### src/rtl/poll_pkg.sv
package poll_pkg;

    localparam int ADDR_W  = 4;
    localparam int OP_W    = 4;
    localparam int CMD_W   = ADDR_W + OP_W;
    localparam int NDEV    = 1 << ADDR_W;

    localparam logic [OP_W-1:0] TALK0_OP  = 4'hC;
    localparam logic [1:0]      TALK_CODE = 2'b11;

    typedef logic [ADDR_W-1:0] addr_t;
    typedef logic [CMD_W-1:0]  cmd_t;
    typedef logic [NDEV-1:0]   devmask_t;

    typedef struct packed {
        cmd_t last;
        cmd_t talk;
        cmd_t poll;
    } hist_t;

    typedef struct packed {
        logic  any;
        addr_t addr;
        cmd_t  cmd;
    } sel_t;

    function automatic cmd_t talk0_cmd(input addr_t a);
        return {a, TALK0_OP};
    endfunction

    function automatic logic is_talk(input cmd_t c);
        return c[3:2] == TALK_CODE;
    endfunction

    function automatic logic is_talk0(input cmd_t c);
        return c[OP_W-1:0] == TALK0_OP;
    endfunction

    function automatic addr_t lowest_set(input devmask_t m);
        addr_t r;
        r = '0;
        for (int i = NDEV - 1; i >= 0; i--) begin
            if (m[i]) r = addr_t'(i);
        end
        return r;
    endfunction

endpackage

### src/rtl/cmd_tracker.sv
module cmd_tracker
    import poll_pkg::*;
(
    input  logic  clk,
    input  logic  rst,
    input  logic  sent_i,
    input  cmd_t  byte_i,
    output hist_t hist_o
);

    hist_t hist_q;

    always_ff @(posedge clk) begin
        if (rst) begin
            hist_q <= '0;
        end else if (sent_i) begin
            hist_q.last <= byte_i;
            if (is_talk(byte_i)) begin
                hist_q.talk <= byte_i;
                if (is_talk0(byte_i)) hist_q.poll <= byte_i;
            end
        end
    end

    assign hist_o = hist_q;

    p_last_rec_r9: assert property (@(posedge clk) disable iff (rst)
        sent_i |=> hist_o.last == $past(byte_i));

    p_poll_rec_r9: assert property (@(posedge clk) disable iff (rst)
        (sent_i && byte_i[3:0] == 4'hC) |=> hist_o.poll == $past(byte_i));

    p_nontalk_keeps_r9: assert property (@(posedge clk) disable iff (rst)
        (sent_i && byte_i[3:2] != 2'b11) |=> ($stable(hist_o.talk) && $stable(hist_o.poll)));

    p_reset_clear_r11: assert property (@(posedge clk)
        rst |=> (hist_o.last == '0 && hist_o.talk == '0 && hist_o.poll == '0));

endmodule

### src/rtl/addr_rotator.sv
module addr_rotator
    import poll_pkg::*;
(
    input  devmask_t mask_i,
    input  addr_t    prev_i,
    output addr_t    next_o
);

    devmask_t above;
    devmask_t higher;

    for (genvar g = 0; g < NDEV; g++) begin : g_above
        assign above[g] = (g > int'(prev_i));
    end

    assign higher = mask_i & above;
    assign next_o = (higher != '0) ? lowest_set(higher) : lowest_set(mask_i);

endmodule

### src/rtl/poll_addr_picker.sv
module poll_addr_picker
    import poll_pkg::*;
(
    input  logic       clk,
    input  logic       rst,
    input  logic [15:0] dev_mask_i,
    input  logic       srq_seen_i,
    input  logic       req_i,
    input  logic       sent_i,
    input  logic [7:0] sent_byte_i,
    output logic       poll_valid_o,
    output logic [7:0] poll_cmd_o,
    output logic [7:0] last_cmd_o,
    output logic [7:0] last_talk_o,
    output logic [7:0] last_poll_o
);

    hist_t    hist;
    devmask_t mask_eff;
    addr_t    prev_addr;
    addr_t    next_addr;
    logic     keep_prev;
    sel_t     sel;
    logic     valid_q;
    cmd_t     cmd_q;

    cmd_tracker u_track (
        .clk    (clk),
        .rst    (rst),
        .sent_i (sent_i),
        .byte_i (sent_byte_i),
        .hist_o (hist)
    );

    assign mask_eff  = dev_mask_i & ~devmask_t'(1);
    assign prev_addr = hist.poll[CMD_W-1:OP_W];

    addr_rotator u_rot (
        .mask_i (mask_eff),
        .prev_i (prev_addr),
        .next_o (next_addr)
    );

    always_comb begin
        keep_prev = mask_eff[prev_addr] && !(srq_seen_i && hist.last == hist.poll);
        sel.addr  = keep_prev ? prev_addr : next_addr;
        sel.cmd   = talk0_cmd(sel.addr);
        sel.any   = (mask_eff != '0) && (sel.cmd != hist.last);
    end

    always_ff @(posedge clk) begin
        if (rst) begin
            valid_q <= 1'b0;
            cmd_q   <= '0;
        end else begin
            valid_q <= req_i && sel.any;
            if (req_i) cmd_q <= sel.cmd;
        end
    end

    assign poll_valid_o = valid_q;
    assign poll_cmd_o   = cmd_q;
    assign last_cmd_o   = hist.last;
    assign last_talk_o  = hist.talk;
    assign last_poll_o  = hist.poll;

    p_no_addr0_r1: assert property (@(posedge clk) disable iff (rst)
        poll_valid_o |-> poll_cmd_o[7:4] != 4'd0);

    p_empty_quiet_r2: assert property (@(posedge clk) disable iff (rst)
        (req_i && dev_mask_i[15:1] == 15'd0) |=> !poll_valid_o);

    p_target_enrolled_r6: assert property (@(posedge clk) disable iff (rst)
        poll_valid_o |-> ((($past(dev_mask_i) >> poll_cmd_o[7:4]) & 16'd1) == 16'd1));

    p_talk0_form_r7: assert property (@(posedge clk) disable iff (rst)
        poll_valid_o |-> poll_cmd_o[3:0] == 4'hC);

    p_no_repeat_r8: assert property (@(posedge clk) disable iff (rst)
        poll_valid_o |-> poll_cmd_o != $past(last_cmd_o));

    p_after_req_r10: assert property (@(posedge clk) disable iff (rst)
        poll_valid_o |-> $past(req_i));

endmodule

### config.mk
export PLATFORM = sky130hd
export DESIGN_NAME = poll_addr_picker
export DESIGN_NICKNAME = d
export VERILOG_FILES = /design/src/rtl/poll_pkg.sv /design/src/rtl/cmd_tracker.sv /design/src/rtl/addr_rotator.sv /design/src/rtl/poll_addr_picker.sv
export SDC_FILE = /design/constraint.sdc
export NUM_CORES = 1
export LEC_CHECK = 0
export BUFFER_PORTS_ARGS = -buffer_cell sky130_fd_sc_hd__buf_2
export CAP_MARGIN = 25
export CELL_PAD_IN_SITES_DETAIL_PLACEMENT = 1
export CELL_PAD_IN_SITES_GLOBAL_PLACEMENT = 1
export CORE_UTILIZATION = 37
export DETAILED_ROUTE_END_ITERATION = 8
export PLACE_DENSITY = 0.89
export SETUP_SLACK_MARGIN = 0.15
export SYNTH_ARGS = -nofsm -noshare
export SYNTH_HDL_FRONTEND = slang
export SYNTH_SLANG_ARGS = --single-unit
### constraint.sdc
create_clock -name clk -period 3.7 [get_ports clk]
set_input_delay 0.925 -clock clk [delete_from_list [all_inputs] [get_ports clk]]
set_output_delay 0.925 -clock clk [all_outputs]
set_load 0.03 [all_outputs]
==> results.py, run 1 <==
metrics = {
    "run_status": {
        "status": "completed",
    },
    "worst_setup_path": {
        "r2r-end": "poll_valid_o$_SDFF_PP0_",
        "path_max_fanout": 8,
        "rrSetupSlack_ps": 840,
        "start_kind": "input pin",
        "path_buf_inv": 1,
        "crit_cells": 9,
        "crit_required_ps": 3850,
        "timing.rr.start": "u_track.hist_o[4]$_SDFFE_PP0P_",
        "path_class": "in -> reg",
        "crit_path_cell_trace": "buf_2, mux4_2, a22oi_1, o21ai_2, nand2b_2, mux2_4, xor2_1, nor4_1, a41oi_1",
        "reg2regPathDepth": 8,
        "critPathLaunch": "dev_mask_i[11]",
        "critical_path.endpoint": "poll_valid_o$_SDFF_PP0_",
        "cpMaxStageDelayCell": "mux4_2",
        "arrival_ps": 3090,
        "endpoint_kind": "flop",
        "cpPeakStageDelay_ps": 470,
        "critPathTopFamily": "multiplexers",
    },
    "die": {
        "rows": 26,
        "fp.dieArea_um2": 5719,
        "die_h_um": 75.63,
        "die_width_um": 75.63,
        "start_util": 0.3878,
        "io_pins": 62,
        "core_um2": 5172,
    },
    "placed_design": {
        "place_inst": 366,
        "portBuffers": 58,
        "gp_congestion": 0.9021,
        "dpl_worst_slack_ps": 530.0,
        "dpl.hpwl_um": 4671,
    },
    "cells_and_area": {
        "area_growth_pct": 19.46,
        "num-fill-cells": 656,
        "layout-drive-gt1-share": 0.2599,
        "fin_nets": 332,
        "n_antenna_cell": 0,
        "multiInputGateArea_um2": 1270,
        "layout.cells.non_filler": 374,
        "regArea_um2": 600.6,
    },
    "clock_network": {
        "clock_sinks": 30,
        "insertion_delay_ps": 290,
        "post_cts_resize_count": 0,
        "cts_tree": "built",
        "cts_max_level": 2,
        "cts_buffer_depth": 2,
        "cts_root_buf": "clkbuf_8",
        "postCtsHoldBufs": 0,
        "numCtsBuffers": 5,
        "cts.clk_slew.worst_paths_ps": 60,
        "cts_setup_buffers": 0,
    },
    "drt": {
        "routedWlPerCell_um": 16.80,
        "viasPerCell": 5.529,
        "first_pass_iters": 4,
        "post-route-drc-count": 0,
        "vias": 2068,
        "drt_iter0_markers": 91,
        "ant_nets": 0,
        "routed_wl_um": 6285,
    },
    "grt": {
        "grt_overflow": 0,
        "grt_antenna_before_repair": 0,
        "grt_pass1_wl_um": 9742,
        "grt_pass1_vias": 2024,
        "grt_most_used_layer": "met2",
        "grt_max_degree": 31,
        "grtUsageMet1": 0.2895,
        "use_met2": 0.3988,
        "grt_usage": 0.2279,
        "use_met3": 0.03439,
    },
    "logic_synthesis": {
        "synth_seq_cells": 30,
        "ys.flop_type": "dfxtp_1",
        "yosysMostFrequentCell": "nor2_1",
        "synth_common_cells": "nor2_1, dfxtp_1, nand2_1, mux2i_1, a21oi_1",
        "syn_area_um2": 2006,
        "synth_area_per_cell_um2": 8.023,
        "synthCells": 250,
        "async_reset_ff_frac": 0,
        "synth_top_cell_area_share": 0.2994,
        "synth_cell_types": 57,
        "ys_seq_area_frac": 0.2994,
        "yosys.area.top_type": "dfxtp_1",
        "synth_edf_count": 0,
        "synthTopCellsByArea": "dfxtp_1, mux2i_1, nor2_1",
        "yosys_warnings": 0,
    },
    "power": {
        "powerDensity_nw_per_um2": 334.1,
        "power_mw": 0.8006,
        "leakagePower_nw": 1.020,
        "clockPowerShare": 0.347,
        "p_seq_frac": 0.436,
        "internal-power_mw": 0.5500,
        "power.switching_mw": 0.2506,
        "switching_share": 0.3130,
        "irDropWorstVdd_uv": 180.3,
        "p_comb_frac": 0.216,
    },
    "timing": {
        "final_max_slew_viol_count": 0,
        "period_minus_slack_ps": 2942,
        "clock.fmax_mhz": 339.9,
        "rsz0062_at_grt": "false",
        "setup-tns-final_ps": 0,
        "setup_viol": 0,
        "slew_headroom": 0.6187,
        "fin_crit_sh": 0.7952,
        "fin_ws_ps": 757.9,
        "hold_viol": 0,
        "worstMarginPinSlew_ps": 557.6,
        "clock_skew_ps": 5.040,
    },
    "hold_path": {
        "holdPathStages": 2,
        "hold_path.class": "reg -> reg",
    },
    "job": {
        "maxCapViolCount": 0,
    },
}
## worst min-delay path by stage
stage	from	endpoint	slack [ps]
2_1_floorplan	u_track.hist_o[12]$_SDFFE_PP0P_	u_track.hist_o[12]$_SDFFE_PP0P_	580
3_3_place_gp	u_track.hist_o[8]$_SDFFE_PP0P_	u_track.hist_o[8]$_SDFFE_PP0P_	440
3_5_place_dp	u_track.hist_o[9]$_SDFFE_PP0P_	u_track.hist_o[9]$_SDFFE_PP0P_	460
4_1_cts	u_track.hist_o[9]$_SDFFE_PP0P_	u_track.hist_o[9]$_SDFFE_PP0P_	460
5_1_grt	u_track.hist_o[10]$_SDFFE_PP0P_	u_track.hist_o[10]$_SDFFE_PP0P_	490
6_report	u_track.hist_o[8]$_SDFFE_PP0P_	u_track.hist_o[8]$_SDFFE_PP0P_	460
## layout make-up
cell class                      count  share of cell area
Clock buffer                        7             0.03603
Inverter                            5            0.007833
Tap cell                           70             0.03655
Multi-Input combinational cell    198              0.5300
Timing Repair Buffer               63              0.1368
Sequential cell                    30              0.2507
Clock inverter                      1            0.002089
## state kept, by name, indices dropped and copies added, names as in the netlist
signal and flops:
poll_cmd_o 5, u_track.hist_o 24, poll_valid_o 1
## layer usage
layer	share of wire	up-vias
met2	0.50	52
met5	0	-
met1	0.45	1009
met3	0.037	13
li1	-	994
met4	0.014	0
## placed cells by master (no fill, tap or decap), types with 2 or more instances in the layout
master and count:
a21o_1 2, buf_4 5, o21ai_0 9, inv_1 5
dfxtp_1 30, xor2_1 3, nor3b_1 2, o31ai_1 2
or4_1 2, clkbuf_8 6, o21bai_1 4, nand3_1 8
nor2_1 41, o22ai_1 2, xnor2_1 9, o2bb2ai_1 2
mux4_2 3, nand2b_1 5, a211oi_1 4, a22oi_1 2
nand2_1 20, conb_1 2, nand3b_1 2, nor3_1 4
nor4_1 3, a21oi_1 15, nor2b_1 6, a41oi_1 2
o211ai_1 3, mux2i_1 18, buf_2 58
## logic make-up after synthesis
group	count (synthesis)	share of synthesized area
simple gates	101	0.2396
xor+xnor	12	0.05241
flops	30	0.2994
mux	22	0.1310
other cells	1	0.001870
buf+inv	23	0.06925
compound gates	61	0.2065
## worst register-to-register path: stages (launching register included)
cell and delay [ps]:
dfxtp_1 610, mux4_2 560, a22oi_1 300, o21ai_2 100, nand2b_2 150, mux2_4 330
xor2_1 140, nor4_1 350, a41oi_1 170
## power groups by stage
stage	registers (mW)	logic [mW]	clock network, mW
final	0.349	0.173	0.278
after CTS	0.349	0.173	0.278
after detailed placement	0.356	0.171	0
after global routing	0.351	0.188	0.292
after floorplan	0.380	0.0893	0
after global placement	0.355	0.166	0
## through the flow
step / area, um2 / utilization / hold WS (ps)
floorplan: 2009 / - / 584.6
global placement: 2305 / 0.4456 / 441.5
detailed placement: 2305 / 0.4456 / 455.8
CTS: 2396 / 0.4632 / 464.8
global route: 2396 / 0.4632 / 491.4
finish: 2396 / 0.4632 / 459.7
Note: power is estimated with default switching activity, not from simulation.
==> inputs of run 2 (changes only) <==
Settings changed: ABC_AREA set to 1, CORE_UTILIZATION 37 to 36.
Clock period 3.7 ns to 2.9 ns, I/O delays scaled along.
==> results.py, run 2 <==
metrics = {
    "logic_synthesis": {
        "yosys_warnings": 0,
        "yosysMostFrequentCell": "nand2_1",
        "synth_common_cells": "nand2_1, inv_1, dfxtp_1, o21ai_0",
        "synthTopCellsByArea": "dfxtp_1, nand2_1, inv_1",
        "ys_seq_area_frac": 0.2824,
        "synthCells": 316,
        "synth_top_cell_area_share": 0.2824,
        "syn_area_um2": 2127,
        "ys.flop_type": "dfxtp_1",
        "synth_seq_cells": 30,
        "synth_edf_count": 0,
        "async_reset_ff_frac": 0,
        "synth_cell_types": 41,
        "synth_area_per_cell_um2": 6.731,
        "yosys.area.top_type": "dfxtp_1",
    },
    "worst_setup_path": {
        "endpoint_kind": "flop",
        "reg2regPathDepth": 18,
        "path_class": "reg -> reg",
        "start_kind": "flop",
        "arrival_ps": 2530,
        "rrSetupSlack_ps": 560,
        "timing.rr.start": "u_track.hist_o[5]$_SDFFE_PP0P_",
        "critical_path.endpoint": "poll_valid_o$_SDFF_PP0_",
        "r2r-end": "poll_valid_o$_SDFF_PP0_",
        "path_max_fanout": 7,
        "critPathLaunch": "u_track.hist_o[5]$_SDFFE_PP0P_",
        "crit_required_ps": 3080,
    },
    "die": {
        "start_util": 0.3793,
        "die_width_um": 78.87,
        "rows": 27,
        "die_h_um": 78.87,
        "fp.dieArea_um2": 6220,
        "core_um2": 5608,
        "io_pins": 62,
    },
    "grt": {
        "grt_pass1_wl_um": 11000,
        "grt_overflow": 0,
        "grt_pass1_vias": 2346,
        "grt_usage": 0.2280,
        "grt_max_degree": 23,
        "grt_antenna_before_repair": 0,
    },
    "power": {
        "clockPowerShare": 0.326,
        "power.switching_mw": 0.3556,
        "leakagePower_nw": 1.331,
        "irDropWorstVdd_uv": 421.1,
        "p_comb_frac": 0.248,
        "p_seq_frac": 0.426,
        "powerDensity_nw_per_um2": 419.6,
        "internal-power_mw": 0.7096,
        "power_mw": 1.065,
        "switching_share": 0.3338,
    },
    "placed_design": {
        "dpl.hpwl_um": 5212,
        "gp_congestion": 0.8703,
        "dpl_worst_slack_ps": 354.5,
        "place_inst": 439,
        "portBuffers": 58,
    },
    "hold_path": {
        "hold_path.class": "reg -> reg",
    },
    "drt": {
        "routedWlPerCell_um": 14.79,
        "viasPerCell": 5.132,
        "first_pass_iters": 4,
        "vias": 2294,
        "ant_nets": 0,
        "routed_wl_um": 6610,
        "post-route-drc-count": 0,
        "drt_iter0_markers": 89,
    },
    "job": {
        "maxCapViolCount": 0,
    },
    "clock_network": {
        "postCtsHoldBufs": 0,
        "clock_sinks": 30,
        "insertion_delay_ps": 280,
        "post_cts_resize_count": 0,
        "numCtsBuffers": 5,
        "cts_buffer_depth": 2,
        "cts_setup_buffers": 0,
        "cts_root_buf": "clkbuf_8",
        "cts.clk_slew.worst_paths_ps": 60,
        "cts_tree": "built",
        "cts_max_level": 2,
    },
    "timing": {
        "rsz0062_at_grt": "false",
        "slew_headroom": 0.6004,
        "period_minus_slack_ps": 2341,
        "worstMarginPinSlew_ps": 598.6,
        "final_max_slew_viol_count": 0,
        "clock_skew_ps": 2.364,
        "clock.fmax_mhz": 427.2,
        "hold_viol": 0,
        "fin_crit_sh": 0.8072,
        "setup-tns-final_ps": 0,
        "setup_viol": 0,
        "fin_ws_ps": 559.1,
    },
    "cells_and_area": {
        "num-fill-cells": 793,
        "regArea_um2": 600.6,
        "area_growth_pct": 19.35,
        "n_antenna_cell": 0,
        "largest_reg_flops": 24,
        "multiInputGateArea_um2": 1220,
        "final_common_cell": "nand2_1",
        "layout-drive-gt1-share": 0.3253,
        "utilization": 0.4527,
        "fin_nets": 403,
        "layout_common_cells": "nand2_1, buf_2, inv_1",
        "layout.cells.non_filler": 447,
    },
    "run_status": {
        "status": "completed",
    },
}
==> run 2: cell types whose count changed in the layout (fill, tap and decap cells not counted), sizes merged, moves of 6 or more <==
cell / delta
nand2: +53
inv: +45
o21ai: +26
mux2i: -18
a21oi: +12
nand3: +11
nor2: -10
xnor2: -7
nand2b: -6
nor2b: -6
==> run 2: final cells by class <==
type / count / area share
Clock buffer: 7 / 0.03401
Clock inverter: 1 / 0.001971
Sequential cell: 30 / 0.2366
Multi-Input combinational cell: 222 / 0.4805
Tap cell: 72 / 0.03549
Timing Repair Buffer: 63 / 0.1291
Inverter: 52 / 0.08231
==> run 2: logic make-up (layout without fill, tap and decap cells) <==
group           Yosys count  in the layout  share of synthesized area
flops                    30             30                     0.2824
other cells               1              2                   0.001763
buf+inv                  65            123                     0.1459
xor+xnor                  3              3                    0.01236
compound gates           77             77                     0.2141
simple gates            140            140                     0.3435
==> run 2: worst min path at each step <==
stage / startpoint / endpoint / slack, ps / cells after the start
2_1_floorplan: u_track.hist_o[2]$_SDFFE_PP0P_ / u_track.hist_o[2]$_SDFFE_PP0P_ / 590 / 2
3_3_place_gp: u_track.hist_o[10]$_SDFFE_PP0P_ / u_track.hist_o[10]$_SDFFE_PP0P_ / 440 / 1
3_5_place_dp: u_track.hist_o[1]$_SDFFE_PP0P_ / u_track.hist_o[1]$_SDFFE_PP0P_ / 460 / 2
4_1_cts: u_track.hist_o[1]$_SDFFE_PP0P_ / u_track.hist_o[1]$_SDFFE_PP0P_ / 470 / 2
5_1_grt: poll_cmd_o[3]$_SDFFE_PP0P_ / poll_cmd_o[3]$_SDFFE_PP0P_ / 510 / 2
6_report: u_track.hist_o[1]$_SDFFE_PP0P_ / u_track.hist_o[1]$_SDFFE_PP0P_ / 470 / 2
==> run 2: critical path, cell delays in order (launching register included) <==
cell     delay [ps]
dfxtp_1         530
buf_4           260
nor2_4           50
inv_2           110
o22ai_1          80
o21ai_0         180
nand4_1         150
nand3_2         160
inv_2            80
nand2_2          60
nand2_1          70
nand2_1          60
nand2_1          40
nor2_1           90
nand2_1          50
nor2_1           90
nand3_1          80
nand2_1          60
inv_1            40
==> run 2: power by group through the flow <==
stage | Combinational, mW | Clock (mW) | Sequential (mW)
6_report | 0.264 | 0.348 | 0.453
5_1_grt | 0.290 | 0.372 | 0.456
4_1_cts | 0.265 | 0.349 | 0.453
3_5_place_dp | 0.262 | 0 | 0.462
3_3_place_gp | 0.254 | 0 | 0.461
2_1_floorplan | 0.146 | 0 | 0.498
==> run 2: routing by layer <==
metal	vias to the layer above	GRT usage	wire (um)	part of all wire
met3	12	0.04713	348	0.053
met4	0	0.08545	123	0.019
met2	59	0.4174	3317	0.50
met1	1088	0.2582	2821	0.43
li1	1135	-	-	-
met5	-	0	0	0
==> run 2: per-stage QoR <==
stage	hold WS (ps)	area, um2
3_3_place_gp	444.3	2447
2_1_floorplan	594.9	2131
6_report	470.9	2539
4_1_cts	474.0	2539
3_5_place_dp	464.0	2447
5_1_grt	508.9	2539
==> inputs of run 3 (changes only) <==
Settings changed: ABC_AREA 1 to 0, CORE_UTILIZATION 36 to 33, PLACE_DENSITY 0.89 to 0.85.
Clock period 2.9 ns to 2.1 ns, I/O delays scaled along.
==> results.py, run 3 (synthesis results as in run 1) <==
metrics = {
    "run_status": {
        "status": "finished with violations",
        "violations": "negative setup slack",
    },
    "clock_network": {
        "cts.clk_slew.worst_paths_ps": 60,
        "numCtsBuffers": 5,
        "cts_tree": "built",
        "cts_root_buf": "clkbuf_8",
        "cts_max_level": 2,
        "insertion_delay_ps": 290,
        "cts_buffer_depth": 2,
        "clock_sinks": 30,
        "postCtsHoldBufs": 0,
    },
    "worst_setup_path": {
        "critPathLaunch": "u_track.hist_o[6]$_SDFFE_PP0P_",
        "timing.rr.start": "u_track.hist_o[6]$_SDFFE_PP0P_",
        "reg2regPathDepth": 10,
        "endpoint_kind": "flop",
        "arrival_ps": 2580,
        "path_max_fanout": 8,
        "crit_required_ps": 2260,
        "start_kind": "flop",
        "path_class": "reg -> reg",
    },
    "die": {
        "rows": 28,
        "io_pins": 62,
        "fp.dieArea_um2": 6394,
        "die_width_um": 79.96,
        "die_h_um": 79.96,
        "core_um2": 5886,
        "start_util": 0.3408,
    },
    "timing": {
        "clock.fmax_mhz": 412.1,
        "setup-tns-final_ps": -1090,
        "fin_crit_sh": 1.156,
        "fin_ws_ps": -326.6,
        "setup_viol": 5,
        "hold_viol": 0,
        "period_minus_slack_ps": 2427,
        "rsz0062_at_grt": "true",
        "final_max_slew_viol_count": 0,
        "clock_skew_ps": 3.021,
    },
    "power": {
        "irDropWorstVdd_uv": 503.6,
        "leakagePower_nw": 1.416,
        "powerDensity_nw_per_um2": 488.7,
        "power_mw": 1.524,
    },
    "grt": {
        "grt_pass1_vias": 2621,
        "grt_max_degree": 23,
        "grt_pass1_wl_um": 13070,
        "grt_antenna_before_repair": 0,
        "grt_usage": 0.2717,
        "grt_overflow": 0,
    },
    "drt": {
        "post-route-drc-count": 0,
        "routedWlPerCell_um": 20.75,
        "vias": 2595,
        "viasPerCell": 5.754,
        "ant_nets": 0,
        "drt_iter0_markers": 193,
        "routed_wl_um": 9360,
        "first_pass_iters": 4,
    },
    "placed_design": {
        "portBuffers": 58,
        "dpl.hpwl_um": 5748,
        "dpl_worst_slack_ps": -540.4,
        "gp_congestion": 0.8675,
    },
    "cells_and_area": {
        "fin_nets": 405,
        "largest_reg_flops": 24,
        "area_growth_pct": 55.46,
        "layout_common_cells": "buf_4, buf_2, nor2_1",
        "layout-drive-gt1-share": 0.4601,
        "utilization": 0.5298,
        "final_common_cell": "buf_4",
        "n_antenna_cell": 0,
    },
    "hold_path": {
        "hold_path.class": "reg -> reg",
        "hold_start": "u_track.hist_o[12]$_SDFFE_PP0P_",
        "holdPathStages": 2,
    },
    "job": {
        "maxCapViolCount": 0,
    },
}
==> run 3: what timing repair did <==
action / 4_1_cts / 5_1_grt
endpoints found under the setup margin: 5 / 5
setup buffers: 12 / 3
gates cloned: 0 / 0
pin swaps: 5 / 5
gates resized for setup: 25 / 8
==> run 3: final timing paths <==
kind | end | slack [ps]
setup / recovery | poll_valid_o$_SDFF_PP0_ | -330
hold / removal | u_track.hist_o[12]$_SDFFE_PP0P_ | 460
hold reg to reg | u_track.hist_o[12]$_SDFFE_PP0P_ | 460
setup reg to reg | poll_valid_o$_SDFF_PP0_ | -330
==> run 3: layer usage <==
metal,share of wire,wire (um),up-vias,global-route usage
li1,-,-,1145,-
met1,0.40,3788,1276,0.3326
met2,0.49,4559,122,0.4513
met3,0.056,525,52,0.05029
met4,0.052,486,0,0.1393
met5,0,0,-,0
==> run 3: critical path, cell delays in order, from the launching register on <==
cell and delay (ps):
dfxtp_4 420, buf_4 150, buf_4 130, nor2_1 80, o21ai_1 180, nand3b_1 210
or4_4 470, o21bai_1 180, a31oi_2 180, xor2_1 180, a41oi_1 120
==> run 3: metrics by stage <==
step / hold WS, ps / std cells / instance area, um2
2_1_floorplan: 584.6 / 251 / 2053
3_3_place_gp: 442.0 / 429 / 2769
3_5_place_dp: 456.3 / 429 / 2769
4_1_cts: 464.6 / 448 / 3055
5_1_grt: 485.4 / 451 / 3118
6_report: 464.1 / 451 / 3118
==> run 3: where the power goes <==
part           total, mW  switching, mW  internal, mW
Combinational      0.437          0.250         0.187
Sequential         0.609         0.0188         0.590
Clock              0.478          0.219         0.260
Total               1.52          0.487          1.04
==> run 3: layout make-up <==
type	count	area, um2
repair buffers	136	922.1
flip-flops and latches	30	613.1
well taps	75	93.84
clock buffers	7	86.33
fillers	740	2768
inverters	5	18.77
multi-input cells	198	1384
